--- config.mk ---
export PLATFORM = sky130hd
export DESIGN_NAME = irq_mask_collector
export DESIGN_NICKNAME = d
export VERILOG_FILES = /design/src/rtl/irqc_pkg.sv /design/src/rtl/irqc_decode.sv /design/src/rtl/irqc_pending.sv /design/src/rtl/irqc_sec_stub.sv /design/src/rtl/irq_mask_collector.sv
export SDC_FILE = /design/constraint.sdc
export NUM_CORES = 1
export LEC_CHECK = 0
export BUFFER_PORTS_ARGS = -buffer_cell sky130_fd_sc_hd__clkbuf_2
export CORE_UTILIZATION = 35
export DETAILED_ROUTE_END_ITERATION = 8
export HOLD_SLACK_MARGIN = 0.02
export PLACE_DENSITY_LB_ADDON = 0.25
export RECOVER_POWER = 100
export SLEW_MARGIN = 20
export SYNTH_ARGS = -nofsm -noshare
export SYNTH_HDL_FRONTEND = slang
export SYNTH_SLANG_ARGS = --single-unit
--- constraint.sdc ---
create_clock -name clk -period 4.5 [get_ports clk]
set_input_delay 0.45 -clock clk [delete_from_list [all_inputs] [get_ports clk]]
set_output_delay 0.45 -clock clk [all_outputs]
set_load 0.02 [all_outputs]
--- src/rtl/irqc_pkg.sv ---
package irqc_pkg;
  // access size codes on the bus
  localparam logic [1:0] SZ_BYTE  = 2'd0;
  localparam logic [1:0] SZ_DWORD = 2'd3;

  // register addresses
  localparam int PRI_STAT_ADR = 0;
  localparam int PRI_MASK_ADR = 1;
  localparam int PRI_ACK_ADR  = 2;
  localparam int SEC_STAT_ADR = 4;
  localparam int SEC_MASK_ADR = 5;
  localparam int SEC_ACK_ADR  = 6;

  typedef struct packed {
    logic wr_mask;
    logic wr_ack;
    logic wr_smask;
    logic wr_sack;
    logic rd_pri;
    logic rd_sec;
    logic err;
  } irqc_cmd_t;
endpackage

--- src/rtl/irqc_decode.sv ---
module irqc_decode
  import irqc_pkg::*;
#(
  parameter int ADDR_W = 4
) (
  input  logic              valid,
  input  logic              write,
  input  logic [ADDR_W-1:0] addr,
  input  logic [1:0]        size,
  output irqc_cmd_t         cmd
);
  always_comb begin
    cmd = '0;
    if (valid) begin
      if (!write) begin
        if (addr == ADDR_W'(PRI_STAT_ADR) && (size == SZ_BYTE || size == SZ_DWORD))
          cmd.rd_pri = 1'b1;
        else if (addr == ADDR_W'(SEC_STAT_ADR) && size == SZ_BYTE)
          cmd.rd_sec = 1'b1;
        else
          cmd.err = 1'b1;
      end else if (size != SZ_BYTE) begin
        cmd.err = 1'b1;
      end else if (addr == ADDR_W'(PRI_MASK_ADR)) begin
        cmd.wr_mask = 1'b1;
      end else if (addr == ADDR_W'(PRI_ACK_ADR)) begin
        cmd.wr_ack = 1'b1;
      end else if (addr == ADDR_W'(SEC_MASK_ADR)) begin
        cmd.wr_smask = 1'b1;
      end else if (addr == ADDR_W'(SEC_ACK_ADR)) begin
        cmd.wr_sack = 1'b1;
      end else begin
        cmd.err = 1'b1;
      end
    end
  end
endmodule

--- src/rtl/irqc_pending.sv ---
module irqc_pending #(
  parameter int LINES = 8,
  parameter int IDX_W = 4
) (
  input  logic             clk,
  input  logic             rst,
  input  logic [LINES-1:0] post_vec,
  input  logic [LINES-1:0] clr_vec,
  input  logic             mask_we,
  input  logic [LINES-1:0] mask_data,
  input  logic             ack_we,
  input  logic [IDX_W-1:0] ack_idx,
  output logic [LINES-1:0] pend_q,
  output logic             irq_q
);
  logic [LINES-1:0] en_q, en_d, pend_d, ack_vec;

  // one-hot decode of the acknowledge index; indices >= LINES hit nothing
  for (genvar i = 0; i < LINES; i++) begin : g_ack
    assign ack_vec[i] = ack_we && (ack_idx == IDX_W'(i));
  end

  always_comb begin
    pend_d = (pend_q | post_vec) & ~clr_vec & ~ack_vec;
    en_d   = mask_we ? ~mask_data : en_q;
  end

  always_ff @(posedge clk) begin
    if (rst) begin
      pend_q <= '0;
      en_q   <= '0;
      irq_q  <= 1'b0;
    end else begin
      pend_q <= pend_d;
      en_q   <= en_d;
      irq_q  <= |(pend_d & en_d);
    end
  end

  AST_IRQ_TRACKS: assert property (@(posedge clk) disable iff (rst)
    irq_q == |(pend_q & en_q));
  AST_CLEAR_WINS: assert property (@(posedge clk) disable iff (rst)
    (|clr_vec) |=> ((pend_q & $past(clr_vec)) == '0));
  AST_POST_SETS: assert property (@(posedge clk) disable iff (rst)
    ((|post_vec) && !ack_we) |=>
      ((pend_q & $past(post_vec & ~clr_vec)) == $past(post_vec & ~clr_vec)));
  AST_ACK_CLEARS: assert property (@(posedge clk) disable iff (rst)
    ack_we |=> ((pend_q & $past(ack_vec & ~post_vec)) == '0));
  AST_MASK_HOLD: assert property (@(posedge clk) disable iff (rst)
    !mask_we |=> $stable(en_q));
endmodule

--- src/rtl/irqc_sec_stub.sv ---
module irqc_sec_stub #(
  parameter int LINES = 8
) (
  input  logic             clk,
  input  logic             rst,
  input  logic             mask_we,
  input  logic             ack_we,
  input  logic [LINES-1:0] mask_data
);
  logic [LINES-1:0] smask_q;

  always_ff @(posedge clk) begin
    if (rst)          smask_q <= '0;
    else if (mask_we) smask_q <= mask_data;
  end

  AST_SEC_MASK_HOLD: assert property (@(posedge clk) disable iff (rst)
    (!mask_we || ack_we) |=> $stable(smask_q));
endmodule

--- src/rtl/irq_mask_collector.sv ---
module irq_mask_collector
  import irqc_pkg::*;
#(
  parameter int LINES   = 8,
  parameter int ADDR_W  = 4,
  parameter int IDX_W   = 4,
  parameter int RDATA_W = 64
) (
  input  logic               clk,
  input  logic               rst,
  input  logic               bus_valid,
  input  logic               bus_write,
  input  logic [ADDR_W-1:0]  bus_addr,
  input  logic [1:0]         bus_size,
  input  logic [LINES-1:0]   bus_wdata,
  output logic [RDATA_W-1:0] bus_rdata,
  output logic               bus_err,
  input  logic [LINES-1:0]   post_vec,
  input  logic [LINES-1:0]   clr_vec,
  output logic               irq_o
);
  irqc_cmd_t        cmd;
  logic [LINES-1:0] pend;

  irqc_decode #(.ADDR_W(ADDR_W)) u_dec (
    .valid(bus_valid), .write(bus_write), .addr(bus_addr),
    .size(bus_size), .cmd(cmd)
  );

  irqc_pending #(.LINES(LINES), .IDX_W(IDX_W)) u_pend (
    .clk(clk), .rst(rst), .post_vec(post_vec), .clr_vec(clr_vec),
    .mask_we(cmd.wr_mask), .mask_data(bus_wdata),
    .ack_we(cmd.wr_ack), .ack_idx(bus_wdata[IDX_W-1:0]),
    .pend_q(pend), .irq_q(irq_o)
  );

  irqc_sec_stub #(.LINES(LINES)) u_sec (
    .clk(clk), .rst(rst), .mask_we(cmd.wr_smask), .ack_we(cmd.wr_sack),
    .mask_data(bus_wdata)
  );

  always_ff @(posedge clk) begin
    if (rst) begin
      bus_rdata <= '0;
      bus_err   <= 1'b0;
    end else begin
      bus_err   <= cmd.err;
      bus_rdata <= cmd.rd_pri ? RDATA_W'(pend) : '0;
    end
  end

  AST_SEC_READ_ZERO: assert property (@(posedge clk) disable iff (rst)
    cmd.rd_sec |=> (bus_rdata == '0));
  AST_ERR_FOLLOWS: assert property (@(posedge clk) disable iff (rst)
    cmd.err |=> bus_err);
  AST_ERR_ONLY_BAD: assert property (@(posedge clk) disable iff (rst)
    !cmd.err |=> !bus_err);
endmodule

== Word-level counts from Yosys, hierarchy flattened ==
Cells that the tools add are included.

* Bits in registers: 82
* Input bits: 34
* Word-level logic and storage cells: 68

* Equal/unequal tests: 13
* Mux-type cells: 22
* Bitwise logic cells: 9
* Reduce and logical (&&, ||, !) cells: 18

{| class="wikitable"
|+ Operators with widths
! kind !! number
|-
| $eq 4x3->1 const B || 7
|-
| $and 8x8->8 || 3
|-
| $not 8->8 || 3
|-
| $mux 1 || 14
|-
| $eq 4x2->1 const B || 3
|-
| $logic_and 1x1->1 || 10
|-
| $eq 4x1->1 const B || 2
|-
| $logic_not 4->1 || 2
|-
| $mux 4 || 2
|-
| $mux 8 || 1
|-
| $or 8x8->8 || 1
|-
| $reduce_or 8->1 || 1
|-
| $mux 7 || 1
|-
| $mux 2 || 3
|-
| $reduce_or 2->1 || 2
|-
| $mux 3 || 1
|-
| $eq 2x2->1 const B || 1
|-
| $logic_not 2->1 || 1
|-
| $not 1->1 || 2
|-
| $reduce_bool 2->1 || 1
|-
| $logic_or 1x1->1 || 1
|}

== Logic depth before layout (Yosys ltp) ==
Gate-level depths: netlist (run 1).

* Word-level depth: 13
* Depth in mapped cells: 8
* Gate-level depth less buffers: 7

== Cells and area by module ==
From an unflattened synthesis (run 1), not the netlist that was laid out.

* Cells, all modules: 182
* Area total of the unflattened synthesis: 1547.7 um^2

{| class="wikitable"
|+ Modules (own cells, without submodules)
! module !! times used !! cells each !! area an instance (um^2)
|-
| irqc_pending || 1 || 84 || 730.7
|-
| irq_mask_collector || 1 || 75 || 680.7
|-
| irqc_decode || 1 || 23 || 136.4
|}

== Worst setup path before layout (run 1) ==
OpenSTA, ideal clock, no wires.

* Path kind: input to register
* Start: in bus_size[0]
* End: reg u_pend.irq_q
* Library setup time: 137 ps
* Arrival: 1752 ps
* Data required time: 4363 ps
* Setup slack: 2610 ps
* Cell stages on the path: 8
* Path buffers: 1
* Cell sequence: inv_1 -> ha_1 -> nand4_1 -> or4_1 -> buf_6 -> mux2i_1 -> a22oi_1 -> a41oi_2

* Cells in the longest elaborated chain, start to end: 9
* Elaborated cells between the ends (all ways): 17
* Classes of those cells: 4 x mux; 3 x bitwise; 10 x reduce/logical

{| class="wikitable"
|+ RTL lines
! item !! line !! text
|-
| from (decl) || irq_mask_collector.sv:14 || <nowiki>input logic [1:0] bus_size,</nowiki>
|-
| $reduce_bool 2->1 * || irqc_decode.sv:22 || <nowiki>end else if (size != SZ_BYTE) begin</nowiki>
|-
| $mux 4 * || irqc_decode.sv:22 ||
|-
| $mux 4 * || irqc_decode.sv:15 || <nowiki>if (!write) begin</nowiki>
|-
| $mux 7 * || irqc_decode.sv:14 || <nowiki>if (valid) begin</nowiki>
|-
| $logic_and 1x1->1 || irqc_pending.sv:20 || <nowiki>assign ack_vec[i] = ack_we && (ack_idx == IDX_W'(i));</nowiki>
|-
| $not 8->8 || irqc_pending.sv:24 || <nowiki>pend_d = (pend_q | post_vec) & ~clr_vec & ~ack_vec;</nowiki>
|-
| $and 8x8->8 || irqc_pending.sv:24 ||
|-
| $and 8x8->8 * || irqc_pending.sv:36 || <nowiki>irq_q <= |(pend_d & en_d);</nowiki>
|-
| $reduce_or 8->1 * || irqc_pending.sv:36 ||
|-
| to (signal assigned) || irqc_pending.sv:36 ||
|-
| to (decl) || irqc_pending.sv:14 || <nowiki>output logic irq_q</nowiki>
|}

Mark *: on every way between the ends. The rest lies on a longest branch, timed or not.
A chain may end at the register's enable or synchronous reset.

== Worst setup path after layout (run 1) ==
Same ends and word-level chain as after synthesis.

==> results of run 1 <==
==> cell type report <==
| class | count | area [µm²] |
|---|---|---|
| Tap cell | 50 | 62.6 |
| Timing Repair Buffer | 43 | 203 |
| Sequential cell | 26 | 520 |
| Fill cell | 447 | 2480 |
| Inverter | 9 | 33.8 |
| Clock buffer | 4 | 55.1 |
| Multi-Input combinational cell | 133 | 734 |
==> state kept, by name, indices dropped and copies added, names as in the netlist <==
signal         count
bus_err            1
bus_rdata          8
u_pend.en_q        8
u_pend.irq_q       1
u_pend.pend_q      8
==> through the flow <==
step / hold WS [ps] / util [%] / instance area, µm² / setup WS (ps) / instances
after CTS: 441 / 39.7 / 1620 / 2510 / 265
after global routing: 452 / 39.4 / 1610 / 2410 / 265
after detailed placement: 439 / 38.3 / 1570 / 2230 / 261
after floorplan: 431 / - / 1720 / 2610 / 226
after global placement: 433 / 38.3 / 1570 / 2280 / 261
final: 445 / 39.4 / 1610 / 2520 / 265
==> cell families (layout without fill, tap and decap cells) <==
logic type	after synthesis	in the layout	synth area share (%)
muxes	6	6	3.96
other	1	56	0.247
AOI/OAI and AO/OA	16	16	8.24
buffers and inverters	67	56	30.9
adders and majority gates	1	1	0.824
DFF	26	26	34.3
and+or+nand+nor	54	54	21.5
==> power by group <==
group	internal, mW	switching, mW	total, mW
Clock	0.0782	0.0700	0.148
Sequential	0.234	0.00155	0.236
Combinational	0.0194	0.0614	0.0808
Total	0.332	0.133	0.465
==> worst max path at each step <==
stage / startpoint / end / slack, ps / cells after the start
finish: bus_size[0] / u_pend.irq_q$_SDFF_PP0_ / 2520 / 8
global route: bus_size[1] / u_pend.irq_q$_SDFF_PP0_ / 2410 / 8
CTS: bus_size[0] / u_pend.irq_q$_SDFF_PP0_ / 2510 / 8
detailed placement: bus_size[0] / u_pend.irq_q$_SDFF_PP0_ / 2230 / 8
global placement: bus_size[0] / u_pend.irq_q$_SDFF_PP0_ / 2280 / 8
floorplan: bus_size[0] / u_pend.irq_q$_SDFF_PP0_ / 2610 / 8
==> worst min-delay path: stages <==
cell and delay [ps]:
clkbuf_2 100, nand3b_1 80, a31oi_1 40
==> layout by cell type, fill, tap and decap left out, drive strengths merged, types with 6 or more instances in the layout <==
master and instances:
a211oi 8, and2 8, clkbuf 47, conb 56, dfxtp 26, inv 9, mux2i 6, nor2 8
nor2b 15
==> per-layer routing <==
layer  vias up  track usage, %  part of all wire, %
met1       465            11.6                   41
met3         5            2.33                  9.9
met4         0            4.69                  1.6
li1        545               -                    -
met5         -               0                    0
met2        58            20.0                   48
==> results.py, run 1 <==
metrics = {
    "logic_synthesis": {
        "synth-edff-count": 0,
        "synthCells": 171,
        "synth_area_mm2": 0.00152,
        "yosysMostFrequentCell": "buf_4",
        "synthTopCellsByArea": "dfxtp_1 (34%), buf_4 (28%), nor2b_1 (6.2%)",
        "synth_warnings": 0,
        "netlist.area_leader.share_pct": 34.3,
        "synth-async-reset-ratio_pct": 0,
        "synth.avg_cell_area_um2": 8.88,
        "ys_ff_latch": 26,
        "synth_common_cells": "buf_4 (56), dfxtp_1 (26), nor2b_1 (15)",
        "seq_area_frac_synth_pct": 34.3,
        "synthFlopType": "dfxtp_1",
        "ys_types": 30,
        "synth.largest_area_cell": "dfxtp_1",
    },
    "die": {
        "num_rows": 23,
        "start_util_pct": 37.1,
        "die_y_um": 67.9,
        "coreArea_mm2": 0.00409,
        "die_x_um": 67.9,
        "ios": 100,
        "die_area_mm2": 0.00460,
    },
    "setup_path": {
        "worstReg2RegEnd": "u_pend.irq_q$_SDFF_PP0_",
        "crit_chain": "clkbuf_2 -> inv_1 -> ha_1 -> nand4b_1 -> nor4b_1 -> a211oi_1 -> a32oi_1 -> a41oi_2",
        "worstPathRequired_ps": 4650,
        "critPathMaxFanout": 4,
        "max_stage_delay_ps": 630,
        "reg2reg_slack_ps": 3400,
        "cp_top_family": "simple AND/OR/NAND/NOR gates",
        "path_buf_inv": 2,
        "worst_setup_path_end_kind": "register",
        "critPathKind": "input pin to register",
        "r2r_start": "u_pend.pend_q[4]$_SDFF_PP0_",
        "critPathArrivalTime_ps": 2130,
        "r2r_cells": 4,
        "critPathSlowestCell": "nor4b_1",
        "cp-start-kind": "input pin",
    },
    "route": {
        "drt.antenna.violating_nets": 0,
        "remaining_drc_errors": 0,
        "wirelength_um": 2550,
        "via_per_inst": 4.05,
        "via_count": 1073,
        "drt_iter0_markers": 10,
        "wire_per_inst_um": 9.61,
        "dr.pass1.iters": 4,
    },
    "cts": {
        "cts_resized": 0,
        "numCtsBuffers": 3,
        "post-cts-setup-buffers": 0,
        "clk-insertion-delay-late_ps": 270,
        "clock_path_buffers": 2,
        "clkSinkCount": 26,
        "clkSlewWorstSetupHoldPaths_ps": 80,
        "hold_buffers": 0,
        "cts_tree": "yes",
        "cts_root_buf": "clkbuf_8",
        "htreeDepth": 1,
    },
    "timing": {
        "relSlewSlack_pct": 50.2,
        "finalSetupViolations": 0,
        "finalHoldViolations": 0,
        "slew_viol_final": 0,
        "fmaxAchievable_ghz": 0.505,
        "fin_setup_tns_ps": 0,
        "period_minus_slack_ps": 1980,
        "fin_crit_sh_pct": 44.0,
        "worstMarginPinSlew_ps": 745,
        "skew_ps": 0.914,
        "rsz0062_at_grt": "false",
    },
    "pwr": {
        "irDropWorstVdd_uv": 111,
        "finalPower_mw": 0.465,
        "p_per_area_mw_per_mm2": 289,
        "leakage_nw": 0.792,
    },
    "final_layout": {
        "layout-drive-gt1-share_pct": 17.7,
        "antenna_cells": 0,
        "syn_to_final_growth_pct": 6.02,
        "nets": 251,
    },
    "placed_design": {
        "gp_congestion": 0.721,
        "hpwl_um": 2120,
        "port_buffers": 43,
    },
    "global_route": {
        "grt.overflow.total": 0,
        "grt_pass1_wl_um": 3710,
        "grt_antenna_before_repair": 0,
        "track_usage_pct": 10.8,
        "grt_max_degree": 20,
        "grt_pass1_vias": 864,
    },
    "min_path": {
        "min_from": "bus_valid",
        "min_to": "bus_err$_SDFF_PP0_",
        "holdPathStages": 3,
        "hp-class": "input pin to register",
    },
    "job": {
        "drv_cap": 0,
    },
    "run_status": {
        "run_status": "finished, final reports clean",
    },
}
Power figures use the tool's default switching activity.
==> inputs of run 2 (changes only) <==
--- a/config.mk
+++ b/config.mk
@@ -5,6 +5,7 @@
 export SDC_FILE = /design/constraint.sdc
 export NUM_CORES = 1
 export LEC_CHECK = 0
+export ABC_AREA = 1
 export BUFFER_PORTS_ARGS = -buffer_cell sky130_fd_sc_hd__clkbuf_2
 export CORE_UTILIZATION = 35
 export DETAILED_ROUTE_END_ITERATION = 8
==> constraint.sdc (replaced) <==
create_clock -name clk -period 1.6 [get_ports clk]
set_input_delay 0.16 -clock clk [delete_from_list [all_inputs] [get_ports clk]]
set_output_delay 0.16 -clock clk [all_outputs]
set_load 0.02 [all_outputs]
==> results.py, run 2 <==
metrics = {
    "final_layout": {
        "reg_top3": "bus_rdata: 8 flops, u_pend.en_q: 8 flops, u_pend.pend_q: 8 flops",
        "layout-drive-gt1-share_pct": 17.2,
        "mostFrequentLayoutCells": "nor2_1 (63), conb_1 (56), nand2_1 (47)",
        "antenna_cells": 0,
        "nets": 327,
        "post-route-util_pct": 39.3,
        "final_common_cell": "nor2_1",
        "syn_to_final_growth_pct": 6.16,
        "final_area_mm2": 0.00175,
    },
    "placed_design": {
        "gp_congestion": 0.796,
        "port_buffers": 43,
        "hpwl_um": 2220,
        "placed_area_mm2": 0.00170,
    },
    "timing": {
        "rsz0062_at_grt": "false",
        "fmaxAchievable_ghz": 0.781,
        "slew_viol_final": 0,
        "fin_crit_sh_pct": 80.0,
        "finalSetupViolations": 0,
        "skew_ps": 4.88,
        "fin_setup_tns_ps": 0,
        "finalHoldViolations": 0,
        "period_minus_slack_ps": 1280,
    },
    "route": {
        "met2WireLength_um": 1260,
        "met1_length_um": 1150,
        "drt_iter0_markers": 40,
        "dr.pass1.iters": 6,
        "top_layer": "met4",
        "remaining_drc_errors": 14,
        "drt.antenna.violating_nets": 0,
        "wirelength_um": 2670,
        "wl_met3_um": 221,
        "via_count": 1291,
        "wire_per_inst_um": 7.80,
        "via_per_inst": 3.76,
    },
    "cts": {
        "clock_path_buffers": 2,
        "cts_root_buf": "clkbuf_8",
        "clkSlewWorstSetupHoldPaths_ps": 90,
        "cts_resized": 0,
        "clkSinkCount": 26,
        "htreeDepth": 1,
        "post-cts-setup-buffers": 0,
        "hold_buffers": 0,
        "cts_tree": "yes",
        "clk-insertion-delay-late_ps": 270,
        "numCtsBuffers": 3,
    },
    "die": {
        "num_rows": 24,
        "die_x_um": 70.6,
        "coreArea_mm2": 0.00444,
        "start_util_pct": 37.0,
        "die_area_mm2": 0.00498,
        "ios": 100,
        "die_y_um": 70.6,
    },
    "run_status": {
        "violations": "design-rule violations",
        "run_status": "finished, violations left",
    },
    "min_path": {
        "min_from": "bus_valid",
        "holdPathStages": 3,
        "min_to": "bus_err$_SDFF_PP0_",
        "hp-class": "input pin to register",
    },
    "setup_path": {
        "critPathKind": "input pin to register",
        "worstPathRequired_ps": 1770,
        "critPathSlowestCell": "ha_1",
        "cp-start-kind": "input pin",
        "worst_setup_path_end_kind": "register",
        "reg2reg_slack_ps": 580,
        "path_buf_inv": 3,
        "crit_chain": "clkbuf_2 -> inv_1 -> ha_1 -> nand3_1 -> clkinv_2 -> nand2_4 -> nand2_1 -> nand2_1 -> nor2_2 -> nor2_1 -> nand2_1 -> nor2_1 -> nor2_1",
        "critPathArrivalTime_ps": 1450,
        "r2r_cells": 8,
        "cp_top_family": "simple AND/OR/NAND/NOR gates",
        "max_stage_delay_ps": 200,
        "worstReg2RegEnd": "u_pend.irq_q$_SDFF_PP0_",
        "critPathMaxFanout": 8,
        "r2r_start": "u_pend.pend_q[7]$_SDFF_PP0_",
    },
    "logic_synthesis": {
        "netlist.area_leader.share_pct": 31.6,
        "synth-edff-count": 0,
        "synthFlopType": "dfxtp_1",
        "synth_common_cells": "nor2_1 (62), buf_4 (56), nand2_1 (47)",
        "synth-async-reset-ratio_pct": 0,
        "synth_warnings": 0,
        "synth_area_mm2": 0.00165,
        "synthCells": 246,
        "seq_area_frac_synth_pct": 31.6,
        "ys_ff_latch": 26,
        "synth.largest_area_cell": "dfxtp_1",
        "ys_types": 20,
        "synthTopCellsByArea": "dfxtp_1 (32%), buf_4 (26%), nor2_1 (14%)",
        "yosysMostFrequentCell": "nor2_1",
        "synth.avg_cell_area_um2": 6.69,
    },
    "pwr": {
        "p_per_area_mw_per_mm2": 834,
        "irDropWorstVdd_uv": 287,
        "leakage_nw": 0.929,
    },
    "global_route": {
        "grt_pass1_vias": 1038,
        "grt.overflow.total": 0,
        "grt_max_degree": 18,
        "track_usage_pct": 11.0,
        "grt_pass1_wl_um": 4310,
        "grt_antenna_before_repair": 0,
    },
    "job": {
        "drv_cap": 0,
    },
}
==> run 2: area by class of cell <==
| cell class | instances | area, µm² |
|---|---|---|
| Fill cell | 514 | 2700 |
| Multi-Input combinational cell | 188 | 769 |
| Sequential cell | 26 | 520 |
| Timing Repair Buffer | 44 | 210 |
| Inverter | 29 | 110 |
| Tap cell | 52 | 65.1 |
| Clock buffer | 3 | 41.3 |
| Clock inverter | 1 | 30.0 |
==> run 2: cell families (layout without fill, tap and decap cells) <==
family / count (synthesis) / in the layout / synth area share, %
and+or+nand+nor: 128 / 128 / 33.0
buffers and inverters: 87 / 77 / 33.2
DFF: 26 / 26 / 31.6
AOI/OAI and AO/OA: 3 / 3 / 1.14
adders and majority gates: 1 / 1 / 0.760
other: 1 / 56 / 0.228
==> run 2: metrics by stage <==
stage / total power, mW / instances / hold WS, ps / setup slack, ps
detailed placement: 0.932 / 339 / 417 / 104
CTS: 1.47 / 343 / 143 / 398
finish: 1.46 / 343 / 138 / 319
global placement: 0.931 / 339 / 414 / 116
global route: 1.53 / 343 / 154 / 163
floorplan: 0.974 / 301 / 292 / 346
==> run 2: worst max path at each step <==
stage / start / to / cells after the start
after floorplan: bus_size[0] / u_pend.irq_q$_SDFF_PP0_ / 12
after global placement: bus_size[0] / u_pend.irq_q$_SDFF_PP0_ / 13
after detailed placement: bus_size[0] / u_pend.irq_q$_SDFF_PP0_ / 13
after CTS: bus_size[0] / u_pend.irq_q$_SDFF_PP0_ / 13
after global routing: bus_size[0] / u_pend.irq_q$_SDFF_PP0_ / 13
final: bus_size[0] / u_pend.irq_q$_SDFF_PP0_ / 13
==> run 2: report_power, final <==
part / internal [mW] / switching (mW) / total [mW]
Sequential: 0.659 / 0.00539 / 0.664
Combinational: 0.0569 / 0.193 / 0.250
Clock: 0.335 / 0.207 / 0.542
Total: 1.05 / 0.406 / 1.46
==> run 2: worst min-delay path: cells and delay by family <==
kind | cells | cell delay, ps
AOI/OAI and AO/OA | 1 | 40
buffers and inverters | 1 | 100
and+or+nand+nor | 1 | 60
==> run 2: layer usage <==
| layer | vias to the layer above | global-route usage [%] |
|---|---|---|
| met2 | 64 | 20.0 |
| li1 | 704 | - |
| met1 | 519 | 12.6 |
| met5 | - | 0 |
| met3 | 4 | 1.71 |
| met4 | 0 | 5.33 |
==> inputs of run 3 (changes only) <==
==> constraint.sdc (replaced) <==
create_clock -name clk -period 1.2 [get_ports clk]
set_input_delay 0.12 -clock clk [delete_from_list [all_inputs] [get_ports clk]]
set_output_delay 0.12 -clock clk [all_outputs]
set_load 0.02 [all_outputs]
==> results.py, run 3 (synthesis gave the netlist of run 2 again) <==
metrics = {
    "pwr": {
        "irDropWorstVdd_uv": 429,
        "p_per_area_mw_per_mm2": 952,
        "leakage_nw": 0.973,
        "finalPower_mw": 1.80,
    },
    "global_route": {
        "grt_antenna_before_repair": 0,
        "grt_max_degree": 18,
        "grt_pass1_wl_um": 4310,
        "track_usage_pct": 10.8,
        "grt_pass1_vias": 1091,
        "grt.overflow.total": 0,
    },
    "timing": {
        "rsz0062_at_grt": "false",
        "fin_crit_sh_pct": 87.1,
        "period_minus_slack_ps": 1050,
        "slew_viol_final": 0,
        "skew_ps": 2.52,
        "fmaxAchievable_ghz": 0.957,
        "finalSetupViolations": 0,
        "fin_setup_tns_ps": 0,
        "finalHoldViolations": 0,
    },
    "die": {
        "ios": 100,
        "num_rows": 24,
        "die_x_um": 70.6,
        "start_util_pct": 37.0,
        "die_y_um": 70.6,
        "die_area_mm2": 0.00498,
        "coreArea_mm2": 0.00444,
    },
    "cts": {
        "hold_buffers": 0,
        "clk-insertion-delay-late_ps": 270,
        "cts_tree": "yes",
        "numCtsBuffers": 3,
        "htreeDepth": 1,
        "clock_path_buffers": 2,
        "cts_root_buf": "clkbuf_8",
        "clkSlewWorstSetupHoldPaths_ps": 90,
        "clkSinkCount": 26,
    },
    "setup_path": {
        "path_buf_inv": 2,
        "critPathSlowestCell": "nor2_4",
        "crit_chain": "clkbuf_2 -> inv_2 -> ha_4 -> nand3_4 -> nor2_4 -> nand2_1 -> nand2_1 -> nor2_1 -> nor2_1 -> nand2_1 -> nor2_1 -> nor2_1",
        "critPathKind": "input pin to register",
        "crit_path_frequent_cell": "nor2_1",
        "cp-start-kind": "input pin",
        "critPathMaxFanout": 6,
        "worst_setup_path_end_kind": "register",
        "worstPathRequired_ps": 1360,
        "critPathArrivalTime_ps": 1210,
        "max_stage_delay_ps": 180,
        "cp_top_family": "simple AND/OR/NAND/NOR gates",
    },
    "route": {
        "drt.antenna.violating_nets": 0,
        "wire_per_inst_um": 7.66,
        "dr.pass1.iters": 6,
        "wirelength_um": 2750,
        "via_per_inst": 3.71,
        "remaining_drc_errors": 13,
        "via_count": 1331,
        "drt_iter0_markers": 59,
    },
    "final_layout": {
        "reg_top3": "bus_rdata: 8 flops, u_pend.en_q: 8 flops, u_pend.pend_q: 8 flops",
        "mostFrequentLayoutCells": "nor2_1 (62), conb_1 (56), nand2_1 (46)",
        "filler_cell_count": 532,
        "nets": 343,
        "antenna_cells": 0,
        "syn_to_final_growth_pct": 15.1,
        "final_common_cell": "nor2_1",
        "layout-drive-gt1-share_pct": 22.8,
        "final_area_mm2": 0.00189,
    },
    "job": {
        "drv_cap": 0,
    },
    "run_status": {
        "run_status": "finished, violations left",
        "violations": "design-rule violations",
    },
    "placed_design": {
        "placed_area_mm2": 0.00182,
        "gp_congestion": 0.784,
        "hpwl_um": 2330,
        "port_buffers": 43,
    },
    "min_path": {
        "hp-class": "input pin to register",
    },
}
## run 3: tightest hold or removal path, stage by stage
cell and delay [ps]:
clkbuf_2 90, inv_2 50, a311oi_1 70
## run 3: path summary, 6_finish.rpt
kind,from,to,slack (ps),cells past startpoint
hold / removal,bus_addr[3],bus_err$_SDFF_PP0_,110,3
setup / recovery,bus_size[1],u_pend.irq_q$_SDFF_PP0_,150,12
hold reg to reg,u_pend.pend_q[7]$_SDFF_PP0_,bus_rdata[7]$_SDFF_PP0_,430,2
setup reg to reg,u_pend.pend_q[6]$_SDFF_PP0_,u_pend.irq_q$_SDFF_PP0_,200,8
## run 3: per-stage QoR
step | worst slack [ps] | utilization, % | hold WS, ps | cells
2_1_floorplan | 19.1 | - | 252 | 301
3_3_place_gp | -210 | 40.9 | 396 | 354
3_5_place_dp | -217 | 40.9 | 395 | 354
4_1_cts | 69.6 | 42.2 | 104 | 358
5_1_grt | 4.73 | 42.6 | 112 | 359
6_report | 155 | 42.6 | 108 | 359
## run 3: cell type report
class | count | area [µm²] | share of cell area [%]
Clock buffer | 4 | 55.1 | 2.91
Timing Repair Buffer | 60 | 327 | 17.2
Tap cell | 52 | 65.1 | 3.43
Multi-Input combinational cell | 188 | 813 | 42.9
Inverter | 29 | 114 | 6.01
Sequential cell | 26 | 520 | 27.5
## run 3: layer usage
layer / up-vias / track usage, % / routed length, µm
met3: 4 / 1.71 / 193
met5: - / 0 / 0
met2: 57 / 21.7 / 1380
met1: 527 / 11.6 / 1150
met4: 0 / 3.33 / 25
li1: 743 / - / -
## run 3: report_power, final
group	leakage (nW)	internal (mW)	switching, mW
sequential	0.211	0.878	0.00694
combinational	0.733	0.0956	0.268
clock	0.0288	0.293	0.260
total	0.973	1.27	0.535
## run 3: timing repair
item | in CTS | in global routing
buffers inserted | 0 | 1
setup endpoints to repair | 0 | 1
gates resized for setup | 0 | 7
